$ cat src/rtl/conv_srv_pkg.sv
package conv_srv_pkg;
  typedef enum logic [2:0] {
    ST_IDLE,
    ST_SCAN,
    ST_STROBE,
    ST_DATA,
    ST_ID
  } srv_state_e;
endpackage

$ cat src/rtl/srv_prio_pick.sv
module srv_prio_pick #(
  parameter int N  = 7,
  localparam int IW = (N > 1) ? $clog2(N) : 1
) (
  input  logic [N-1:0]  req_i,
  output logic          valid_o,
  output logic [N-1:0]  onehot_o,
  output logic [IW-1:0] idx_o
);
  logic [N-1:0] below;

  assign below[0] = 1'b0;
  for (genvar i = 1; i < N; i++) begin : g_below
    assign below[i] = below[i-1] | req_i[i-1];
  end

  assign onehot_o = req_i & ~below;
  assign valid_o  = |req_i;

  always_comb begin
    idx_o = '0;
    for (int i = 0; i < N; i++) begin
      if (onehot_o[i]) idx_o = IW'(i);
    end
  end
endmodule

$ cat src/rtl/srv_wr_ptr.sv
module srv_wr_ptr #(
  parameter int AW = 4
) (
  input  logic          clk_i,
  input  logic          rst_ni,
  input  logic          adv_i,
  output logic [AW-1:0] ptr_o
);
  logic [AW-1:0] ptr_q;

  always_ff @(posedge clk_i or negedge rst_ni) begin
    if (!rst_ni)    ptr_q <= '0;
    else if (adv_i) ptr_q <= ptr_q + AW'(2);
  end

  assign ptr_o = ptr_q;

  // two slots per serviced channel, modulo depth
  p_ptr_step_r7: assert property (@(posedge clk_i) disable iff (!rst_ni)
    adv_i |=> ptr_o == $past(ptr_o) + AW'(2));
  p_ptr_hold_r7: assert property (@(posedge clk_i) disable iff (!rst_ni)
    !adv_i |=> $stable(ptr_o));
endmodule

$ cat src/rtl/conv_irq_servicer.sv
module conv_irq_servicer
  import conv_srv_pkg::*;
#(
  parameter int NUM_CH = 7,
  parameter int DW     = 8,
  parameter int BUF_AW = 4,
  localparam int IW    = (NUM_CH > 1) ? $clog2(NUM_CH) : 1
) (
  input  logic              clk_i,
  input  logic              rst_ni,
  input  logic [NUM_CH-1:0] done_ni,
  output logic              irq_o,
  input  logic              ack_i,
  output logic [NUM_CH-1:0] rd_o,
  input  logic [DW-1:0]     bus_i,
  output logic [BUF_AW-1:0] buf_addr_o,
  output logic [DW-1:0]     buf_data_o,
  output logic              buf_we_o
);
  srv_state_e        state_q;
  logic [NUM_CH-1:0] snap_q;
  logic [NUM_CH-1:0] rd_q;
  logic [IW-1:0]     cur_q;
  logic              we_q;
  logic [BUF_AW-1:0] addr_q;
  logic [DW-1:0]     data_q;

  logic              pick_valid;
  logic [NUM_CH-1:0] pick_onehot;
  logic [IW-1:0]     pick_idx;
  logic [BUF_AW-1:0] ptr;
  logic              ptr_adv;

  srv_prio_pick #(.N(NUM_CH)) u_pick (
    .req_i    (snap_q),
    .valid_o  (pick_valid),
    .onehot_o (pick_onehot),
    .idx_o    (pick_idx)
  );

  assign ptr_adv = (state_q == ST_ID);

  srv_wr_ptr #(.AW(BUF_AW)) u_ptr (
    .clk_i  (clk_i),
    .rst_ni (rst_ni),
    .adv_i  (ptr_adv),
    .ptr_o  (ptr)
  );

  assign irq_o = (state_q == ST_IDLE) && (|(~done_ni));

  always_ff @(posedge clk_i or negedge rst_ni) begin
    if (!rst_ni) begin
      state_q <= ST_IDLE;
      snap_q  <= '0;
      rd_q    <= '0;
      cur_q   <= '0;
      we_q    <= 1'b0;
      addr_q  <= '0;
      data_q  <= '0;
    end else begin
      rd_q <= '0;
      we_q <= 1'b0;
      unique case (state_q)
        ST_IDLE: begin
          if (ack_i) begin
            snap_q  <= ~done_ni;  // frozen; later completions wait
            state_q <= ST_SCAN;
          end
        end
        ST_SCAN: begin
          if (pick_valid) begin
            rd_q    <= pick_onehot;
            cur_q   <= pick_idx;
            snap_q  <= snap_q & ~pick_onehot;
            state_q <= ST_STROBE;
          end else begin
            state_q <= ST_IDLE;
          end
        end
        ST_STROBE: state_q <= ST_DATA;  // converter drives bus now
        ST_DATA: begin
          we_q    <= 1'b1;
          addr_q  <= ptr;
          data_q  <= bus_i;
          state_q <= ST_ID;
        end
        ST_ID: begin
          we_q    <= 1'b1;
          addr_q  <= ptr + BUF_AW'(1);
          data_q  <= DW'(cur_q) + DW'(1);
          state_q <= ST_SCAN;
        end
        default: state_q <= ST_IDLE;
      endcase
    end
  end

  assign rd_o       = rd_q;
  assign buf_we_o   = we_q;
  assign buf_addr_o = addr_q;
  assign buf_data_o = data_q;

  // checker state: last strobe in the current pass
  logic [NUM_CH-1:0] prev_rd_q;
  always_ff @(posedge clk_i or negedge rst_ni) begin
    if (!rst_ni)                          prev_rd_q <= '0;
    else if (state_q == ST_IDLE && ack_i) prev_rd_q <= '0;
    else if (rd_o != '0)                  prev_rd_q <= rd_o;
  end

  p_rd_onehot_r3: assert property (@(posedge clk_i) disable iff (!rst_ni)
    $onehot0(rd_o));
  p_rd_pulse_r3: assert property (@(posedge clk_i) disable iff (!rst_ni)
    (rd_o != '0) |=> (rd_o == '0));
  p_prio_order_r4: assert property (@(posedge clk_i) disable iff (!rst_ni)
    (rd_o != '0 && prev_rd_q != '0) |-> (rd_o > prev_rd_q));
  p_irq_quiet_r1: assert property (@(posedge clk_i) disable iff (!rst_ni)
    (rd_o != '0) |-> !irq_o);
  p_rd_to_write_r5: assert property (@(posedge clk_i) disable iff (!rst_ni)
    (rd_o != '0) |=> !buf_we_o ##1 buf_we_o);
  p_id_follows_r6: assert property (@(posedge clk_i) disable iff (!rst_ni)
    (buf_we_o && !$past(buf_we_o)) |=>
      (buf_we_o && buf_addr_o == $past(buf_addr_o) + BUF_AW'(1)));
  p_id_range_r6: assert property (@(posedge clk_i) disable iff (!rst_ni)
    (buf_we_o && $past(buf_we_o)) |->
      (buf_data_o >= DW'(1) && buf_data_o <= DW'(NUM_CH)));
endmodule

$ cat config.mk
export PLATFORM = sky130hd
export DESIGN_NAME = conv_irq_servicer
export DESIGN_NICKNAME = d
export VERILOG_FILES = /design/src/rtl/conv_srv_pkg.sv /design/src/rtl/srv_prio_pick.sv /design/src/rtl/srv_wr_ptr.sv /design/src/rtl/conv_irq_servicer.sv
export SDC_FILE = /design/constraint.sdc
export NUM_CORES = 1
export LEC_CHECK = 0
export BUFFER_PORTS_ARGS = -buffer_cell sky130_fd_sc_hd__clkbuf_2
export CAP_MARGIN = 20
export CORE_MARGIN = 2
export CORE_UTILIZATION = 50
export CTS_CLUSTER_DIAMETER = 60
export CTS_CLUSTER_SIZE = 20
export DETAILED_ROUTE_END_ITERATION = 7
export GPL_ROUTABILITY_DRIVEN = 0
export PLACE_DENSITY = 0.79
export REMOVE_ABC_BUFFERS = 1
export SKIP_CTS_REPAIR_TIMING = 1
export SLEW_MARGIN = 20
export SYNTH_ARGS = -nofsm -noshare
export SYNTH_HDL_FRONTEND = slang
export SYNTH_SLANG_ARGS = --single-unit
$ cat constraint.sdc
create_clock -name clk_i -period 1.9 [get_ports clk_i]
set_input_delay 0.19 -clock clk_i [delete_from_list [all_inputs] [get_ports clk_i]]
set_output_delay 0.19 -clock clk_i [all_outputs]
set_load 0.01 [all_outputs]
Word-level counts from Yosys, hierarchy flattened
Cells that the tools add are included.
{ "totals": {"regBits": 37, "inputBits": 18, "output_inout_bits": 21, "wordCells": 53} }
{ "op_classes": {"n_addsub": 3, "n_eq_ne": 6, "muxes": 17, "n_bitwise": 10, "n_reduce_logical": 9} }
{ "ops": {"columns": ["op", "count"], "rows": [
  ["$mux W7", 4],
  ["$not A7 Y7", 3],
  ["$mux W3", 6],
  ["$pmux W8 S2", 1],
  ["$pmux W3 S5", 1],
  ["$and A7 B7 Y7", 2],
  ["$pmux W7 S2", 1],
  ["$reduce_or A7 Y1", 2],
  ["$pmux W4 S2", 1],
  ["$eq A3 B2 Y1 const B", 2],
  ["$or A1 B1 Y1", 5],
  ["$add A3 B1 Y4 const B", 1],
  ["$add A4 B1 Y4 const B", 1],
  ["$add A4 B2 Y4 const B", 1],
  ["$ne A2 B2 Y1 const B", 2],
  ["$reduce_bool A2 Y1", 2],
  ["$eq A3 B1 Y1 const B", 1],
  ["$eq A3 B3 Y1 const B", 1],
  ["$logic_not A3 Y1", 1],
  ["$reduce_and A3 Y1", 1],
  ["$mux W1", 2],
  ["$mux W2", 1],
  ["$reduce_and A2 Y1", 1],
  ["$reduce_or A2 Y1", 1],
  ["$logic_and A1 B1 Y1", 1]
]} }

Logic depth before layout (Yosys ltp)
Gate-level depths: netlist of run 1.
{ "depth": {"ltp_word": 13, "ltp_mapped": 5, "ltp_nobuf": 4} }

By module
A second synthesis of run 1 with hierarchy kept.
{ "hier_totals": {"cells_unflattened": 149, "hier_area_um2": 1727.9} }
{ "by_module_without_submodules": {"columns": ["mod", "n_inst", "cells_each", "area_per_inst_um2", "seq_area_each_um2"], "rows": [
  ["conv_irq_servicer", 1, 119, 1470.2, 825.8],
  ["srv_wr_ptr", 1, 10, 135.1, 75.1],
  ["srv_prio_pick", 1, 20, 122.6, 0.0]
]} }

Worst setup path after synthesis of run 1
OpenSTA, ideal clock, no wires.
{ "synth_timing": {"path_type": "register to register", "from": "reg snap_q[1]", "to": "reg cur_q[0]", "setup_ns": 0.122, "arrival_time_ns": 1.566, "required_ns": 1.778, "path_slack_ns": 0.213, "path_stages_with_launch": 5, "path_buffers": 1, "period_less_slack_ns": 1.687, "cell_sequence": "dfrtp_1 buf_6 or4_4 or3_1 a32o_1"} }
{ "synth_between": {"elab_chain_cells": 8, "word_cells_on_any_way": 15, "cone_classes": "mux: 6; bitwise: 7; reduce/logical: 2"} }
{ "synth_rtl": {"columns": ["item", "line_no", "text"], "rows": [
  ["start: declaration", "conv_irq_servicer.sv:21", "logic [NUM_CH-1:0] snap_q;"],
  ["start signal: assignment", "conv_irq_servicer.sv:67", "snap_q <= ~done_ni;"],
  ["start signal: assignment", "conv_irq_servicer.sv:75", "snap_q <= snap_q & ~pick_onehot;"],
  ["$or A1 B1 Y1", "srv_prio_pick.sv:14", "assign below[i] = below[i-1] | req_i[i-1];"],
  ["$not A7 Y7 / $or A1 B1 Y1 (equally long branches)", "srv_prio_pick.sv:17, srv_prio_pick.sv:14", null],
  ["$and A7 B7 Y7 (tied with other cells)", "srv_prio_pick.sv:17", "assign onehot_o = req_i & ~below;"],
  ["$mux W3 (tied with other cells) (3 in a row)", "srv_prio_pick.sv:23", "if (onehot_o[i]) idx_o = IW'(i);"],
  ["$mux W3 / $and A7 B7 Y7 (equally long branches)", "srv_prio_pick.sv:23, srv_prio_pick.sv:17", null],
  ["$mux W3", "srv_prio_pick.sv:23", null],
  ["end signal: assignment", "conv_irq_servicer.sv:74", "cur_q <= pick_idx;"],
  ["end: declaration", "conv_irq_servicer.sv:23", "logic [IW-1:0] cur_q;"]
]} }
Several ways; a longest one is shown, not always the timed one.
A chain may end at the register's enable or synchronous reset.

Worst setup path after layout of run 1
{ "layout_timing": {"from": "reg state_q[2]", "to": "out irq_o"} }
{ "layout_between": {"elab_chain_cells": 2} }
{ "layout_rtl": {"columns": ["item", "line_no", "text"], "rows": [
  ["start: declaration", "conv_irq_servicer.sv:20", "srv_state_e state_q;"],
  ["start signal: assignment", "conv_irq_servicer.sv:54", "state_q <= ST_IDLE;"],
  ["start signal: assignment", "conv_irq_servicer.sv:68", "state_q <= ST_SCAN;"],
  ["start signal: assignment", "conv_irq_servicer.sv:76", "state_q <= ST_STROBE;"],
  ["$logic_not A3 Y1", "conv_irq_servicer.sv:50", "assign irq_o = (state_q == ST_IDLE) && (|(~done_ni));"],
  ["$logic_and A1 B1 Y1", "conv_irq_servicer.sv:50", null],
  ["end: declaration", "conv_irq_servicer.sv:12", "output logic irq_o,"]
]} }
No other way between the ends.

==> flow_metrics.tcl, run 1 <==
set metrics [dict create \
    yosysUniqueCellTypes 46 \
    power.total_w 0.00302 \
    post-route-min-period_ns 1.77 \
    async_flop_share 1.00 \
    drtIter0Drc 30 \
    drt-vias-per-instance 5.48 \
    switching_power_w 0.00119 \
    die-area_sq_um 3600 \
    min_path_type "input port to flip-flop" \
    p_sw_frac 0.394 \
    leakagePower_nw 0.961 \
    rows 20 \
    ys_seq_area_frac 0.574 \
    clk_latency_ns 0.34 \
    antenna_found_initial 0 \
    initial_core_util 0.519 \
    num_vias 1210 \
    global_route.usage.total 0.197 \
    ys_top_cells_by_area "dfrtp_1 (57%), mux2_2 (2.9%), mux2i_1 (2.5%)" \
    n_antenna_cell 0 \
    critical_path_required_ns 1.71 \
    fmax_mhz 565 \
    cts_buffers 5 \
    avgSynthCellArea_sq_um 11.8 \
    syn_to_final_growth_pct 19.8 \
    grt_overflow_total 0 \
    period_share 0.931 \
    rsz0062_at_grt "false" \
    tritoncts "built" \
    grt_pass1_wl_mm 5.15 \
    design.portCount 39 \
    syn_area_sq_um 1570 \
    dp_hpwl_mm 2.30 \
    routed_wirelength_mm 3.13 \
    p_clk_frac 0.133 \
    route.detailed.drc 0 \
    firstDrtPassIters 4 \
    first_global_vias 1187 \
    vdd_drop_max_v 0.000828 \
    dieWidth_microns 60.0 \
    clock_sinks 36 \
    power.internal_w 0.00183 \
    synth_ff_type "dfrtp_1" \
    setup_ws_ns 0.131 \
    layout-drive-gt1-share 0.356 \
    slew_headroom 0.426 \
    yosys_warnings 0 \
    core_sq_um 3030 \
    clk_path_buf_depth 2 \
    clk_pin_slew_ns 0.11 \
    synth_top_area_share 0.574 \
    grt_max_degree 37 \
    die_h_microns 60.0 \
    skew_ns 0.0139 \
    routedWlPerCell_microns 14.2 \
    critPathLaunchType "flip-flop" \
    cp-end-kind "primary output" \
    p_comb_frac 0.418 \
    yosysTopAreaCell "dfrtp_1" \
    root_buffer "clkbuf_4" \
    path_max_fanout 11 \
    drv_slew 0 \
    dpl_worst_slack_ns 0.192 \
    critPathKind "flip-flop to primary output" \
    ys_ff_latch 36 \
    p_seq_frac 0.448 \
    hold_viol_final 0 \
    port_buffers 38 \
    maxCapViolCount 0 \
    fillCellCount 276 \
    synth_edf_count 0 \
    arrival_ns 1.58 \
    htreeDepth 2 \
    ant_nets 0 \
    nets 196 \
    status "complete, no violations" \
    power-per-cell-area_nw_per_um2 1600 \
    final-setup-viol-count 0 \
    tightest_slew_ns 0.861 \
    syn_inst 133 \
]
## final timing paths
path	cells past startpoint	endpoint	slack (ns)	from
worst min register to register	1	u_ptr.ptr_o[3]	0.47	u_ptr.ptr_o[3]
worst max register to register	3	cur_q[0]	0.22	snap_q[0]
max in group asynchronous	2	state_q[2]	0.82	rst_ni
worst max-delay path	3	irq_o	0.13	state_q[2]
worst min-delay path	2	snap_q[2]	0.04	done_ni[2]
min in group asynchronous	2	u_ptr.ptr_o[3]	0.47	rst_ni
## cell families after synthesis
family | count (synthesis) | synth area share
AO/OA/AOI/OAI | 28 | 0.130
XOR/XNOR | 3 | 0.0167
adder cells (fa/ha/maj) | 2 | 0.0159
buffers and inverters | 12 | 0.0374
flip-flops | 36 | 0.574
multiplexers | 8 | 0.0542
AND/OR/NAND/NOR | 44 | 0.172
## cells in the mapped netlist, drive strengths merged (2+ instances only)
cell     n
a22o     4
mux2     4
a21oi    2
ha       2
nor2     4
o22ai    4
nor4     3
o21ai    5
a21o     2
nor3b    2
mux2i    4
nand3    3
inv      2
buf      7
nor2b    3
and3     2
nand2    8
or3      2
clkbuf   2
nor3     5
and2     4
xor2     2
dfrtp   36
o211ai   3
## flip-flops by register name, indices dropped and copies added, names as in the netlist
signal	flops
buf_addr_o	4
snap_q	7
buf_we_o	1
state_q	3
u_ptr.ptr_o	3
rd_o	7
cur_q	3
buf_data_o	8
## cell usage in the layout (no fill, tap or decap), drive strengths merged, types with 4 or more instances in the layout
| cell | netlist | layout |
|---|---|---|
| clkbuf | 2 | 43 |
| mux2i | 4 | 4 |
| nand2 | 8 | 8 |
| clkinv | 1 | 4 |
| nor2 | 4 | 4 |
| o22ai | 4 | 4 |
| buf | 7 | 6 |
| and2 | 4 | 4 |
| o21ai | 5 | 5 |
| nor3 | 5 | 5 |
| mux2 | 4 | 4 |
| dfrtp | 36 | 36 |
| a22o | 4 | 4 |
## metal layers
layer	part of all wire	routed length, microns	track usage	vias to the layer above
met3	0.057	178	0.0671	3
met4	0.0073	23	0.0571	0
met1	0.44	1390	0.235	590
met2	0.49	1540	0.337	41
li1	-	-	-	576
met5	0	0	0	-
## critical path, cell delays in order, from the launching register on
cell	delay, ns
dfrtp_2	0.47
or3_1	0.44
a41oi_1	0.18
clkbuf_2	0.16
## power groups by stage
stage | Sequential, W | Combinational, W | Clock [W]
floorplan | 0.00139 | 0.000755 | 0
global placement | 0.00134 | 0.00122 | 0
detailed placement | 0.00136 | 0.00126 | 0
CTS | 0.00135 | 0.00127 | 0.000415
global route | 0.00140 | 0.00142 | 0.000447
finish | 0.00135 | 0.00126 | 0.000402
## metrics by stage
step                      setup TNS (ns)  utilization  cell area (sq um)  instances  hold WS [ns]
final                                  0        0.621               1880        221        0.0408
after global routing                   0        0.621               1880        221        0.0363
after CTS                              0        0.617               1870        220       -0.0496
after detailed placement               0        0.599               1810        212         0.339
after global placement                 0        0.599               1810        212         0.326
after floorplan                 -0.00771            -               1520        124        -0.106
## layout make-up
cell class	count	area [sq um]	share of cell area
repair buffers	45	245	0.130
clock inverters	3	18.8	0.00998
inverters	3	11.3	0.00599
flip-flops and latches	36	902	0.480
clock buffers	5	37.5	0.0200
well taps	44	55.1	0.0293
multi-input cells	85	611	0.325
Power figures use the tool's default switching activity.
==> inputs of run 2 (changes only) <==
--- a/config.mk
+++ b/config.mk
@@ -5,15 +5,16 @@
 export SDC_FILE = /design/constraint.sdc
 export NUM_CORES = 1
 export LEC_CHECK = 0
-export BUFFER_PORTS_ARGS = -buffer_cell sky130_fd_sc_hd__clkbuf_2
 export CAP_MARGIN = 20
+export CORE_ASPECT_RATIO = 1.75
 export CORE_MARGIN = 2
 export CORE_UTILIZATION = 50
 export CTS_CLUSTER_DIAMETER = 60
 export CTS_CLUSTER_SIZE = 20
 export DETAILED_ROUTE_END_ITERATION = 7
+export DONT_BUFFER_PORTS = 1
 export GPL_ROUTABILITY_DRIVEN = 0
-export PLACE_DENSITY = 0.79
+export PLACE_DENSITY = 0.68
 export REMOVE_ABC_BUFFERS = 1
 export SKIP_CTS_REPAIR_TIMING = 1
 export SLEW_MARGIN = 20
==> run 2 against run 1 <==
Net effect: utilization shrank 2.9 points; non-clock buffer count down 36; die area is 0.49% higher; register-to-register slack about the same; critical path depth down 1; sequential power increased by 7%; first-iteration DRC count shrank 40%; design area fell by 6.8%; clock-buffer cell count increased by 3; clock power is 34% higher; worst hold slack lost 0.025 ns; sequential cell count unchanged; critical endpoint unchanged.
==> flow_metrics.tcl, run 2 (synthesis results as in run 1) <==
set metrics [dict create \
    initial_core_util 0.530 \
    hold_viol_final 0 \
    critPathKind "flip-flop to primary output" \
    route.detailed.drc 0 \
    whs_ns 0.0161 \
    fin_util 0.592 \
    reg2reg_slack_ns 0.21 \
    drtIter0Drc 18 \
    routed_wirelength_mm 2.96 \
    grt_overflow_total 0 \
    dp_hpwl_mm 2.18 \
    final-setup-viol-count 0 \
    cp_cell_sequence "or3_1, a41oi_1" \
    critical_path_required_ns 1.71 \
    die_h_microns 78.1 \
    firstDrtPassIters 4 \
    vdd_drop_max_v 0.000954 \
    post-route-min-period_ns 1.71 \
    power-per-cell-area_nw_per_um2 1700 \
    arrival_ns 1.52 \
    multi_input_area_sq_um 611 \
    instances_no_fill 183 \
    maxCapViolCount 0 \
    leakagePower_nw 0.822 \
    core_sq_um 2960 \
    clk_latency_ns 0.28 \
    largest_register "buf_data_o" \
    cts_buffers 5 \
    global_route.usage.total 0.187 \
    max_stage_delay_ns 0.48 \
    n_antenna_cell 0 \
    final_cell_mix "dfrtp_1 (36), nand2_1 (8), clkbuf_8 (6)" \
    final_common_cell "dfrtp_1" \
    skew_ns 0.00532 \
    antenna_found_initial 0 \
    tritoncts "built" \
    root_buffer "clkbuf_8" \
    grt_max_degree 37 \
    dieWidth_microns 46.4 \
    clock_sinks 36 \
    slew_headroom 0.616 \
    final_area_sq_um 1750 \
    status "complete, no violations" \
    crit_path_top_delay_cell "dfrtp_1" \
    min_path_type "input port to flip-flop" \
    hold_start "done_ni[3]" \
    nets 160 \
    design.portCount 39 \
    rsz0062_at_grt "false" \
    clk_pin_slew_ns 0.07 \
    grt_pass1_wl_mm 4.85 \
    critPathLaunch "state_q[2]" \
    layout-drive-gt1-share 0.156 \
    routedWlPerCell_microns 16.2 \
    regArea_sq_um 901 \
    die-area_sq_um 3620 \
    syn_to_final_growth_pct 11.6 \
    fillCellCount 251 \
    ant_nets 0 \
    tightest_slew_ns 0.571 \
    num_vias 1071 \
    r2r-start "state_q[2]" \
    placed_cells 171 \
    cp-end-kind "primary output" \
    port_buffers 0 \
    drv_slew 0 \
    post_dp_cell_area_sq_um 1610 \
    largest_reg_flops 8 \
    clk_path_buf_depth 2 \
    critPathLaunchType "flip-flop" \
    period_share 0.898 \
    first_global_vias 1118 \
    fmax_mhz 586 \
    path_max_fanout 11 \
    htreeDepth 2 \
    rows 26 \
    power.total_w 0.00299 \
    drt-vias-per-instance 5.85 \
]
[run 2: layer usage]
layer,track usage,wire length (microns),vias up
met3,0.0575,170,9
met1,0.198,1130,514
met2,0.310,1590,46
li1,-,-,502
met4,0.106,67,0
met5,0,0,-
[run 2: layout make-up]
cell class / count / area share
flip-flops and latches: 36 / 0.514
multi-input cells: 85 / 0.348
repair buffers: 9 / 0.0500
clock buffers: 8 / 0.0514
well taps: 42 / 0.0300
inverters: 3 / 0.00642
[run 2: path summary, 6_finish.rpt]
kind / end / cells after the start
max: irq_o / 2
min: snap_q[3] / 1
max reg2reg: buf_addr_o[3] / 4
min reg2reg: u_ptr.ptr_o[3] / 1
max in group asynchronous: state_q[2] / 2
min in group asynchronous: u_ptr.ptr_o[1] / 2
[run 2: critical path: cells and delay by family (launching register included)]
kind,cells,cell delay [ns]
simple gates,1,0.46
compound gates,1,0.30
flops,1,0.48
[run 2: per-stage QoR]
step / TNS (ns) / setup slack (ns)
after floorplan: -0.00771 / -0.00771
after global placement: 0 / 0.259
after detailed placement: 0 / 0.225
after CTS: 0 / 0.192
after global routing: 0 / 0.0575
final: 0 / 0.194
[run 2: power by group]
part | internal [W] | switching [W]
clock | 0.000295 | 0.000245
sequential | 0.00107 | 0.000368
combinational | 0.000504 | 0.000502
total | 0.00187 | 0.00111
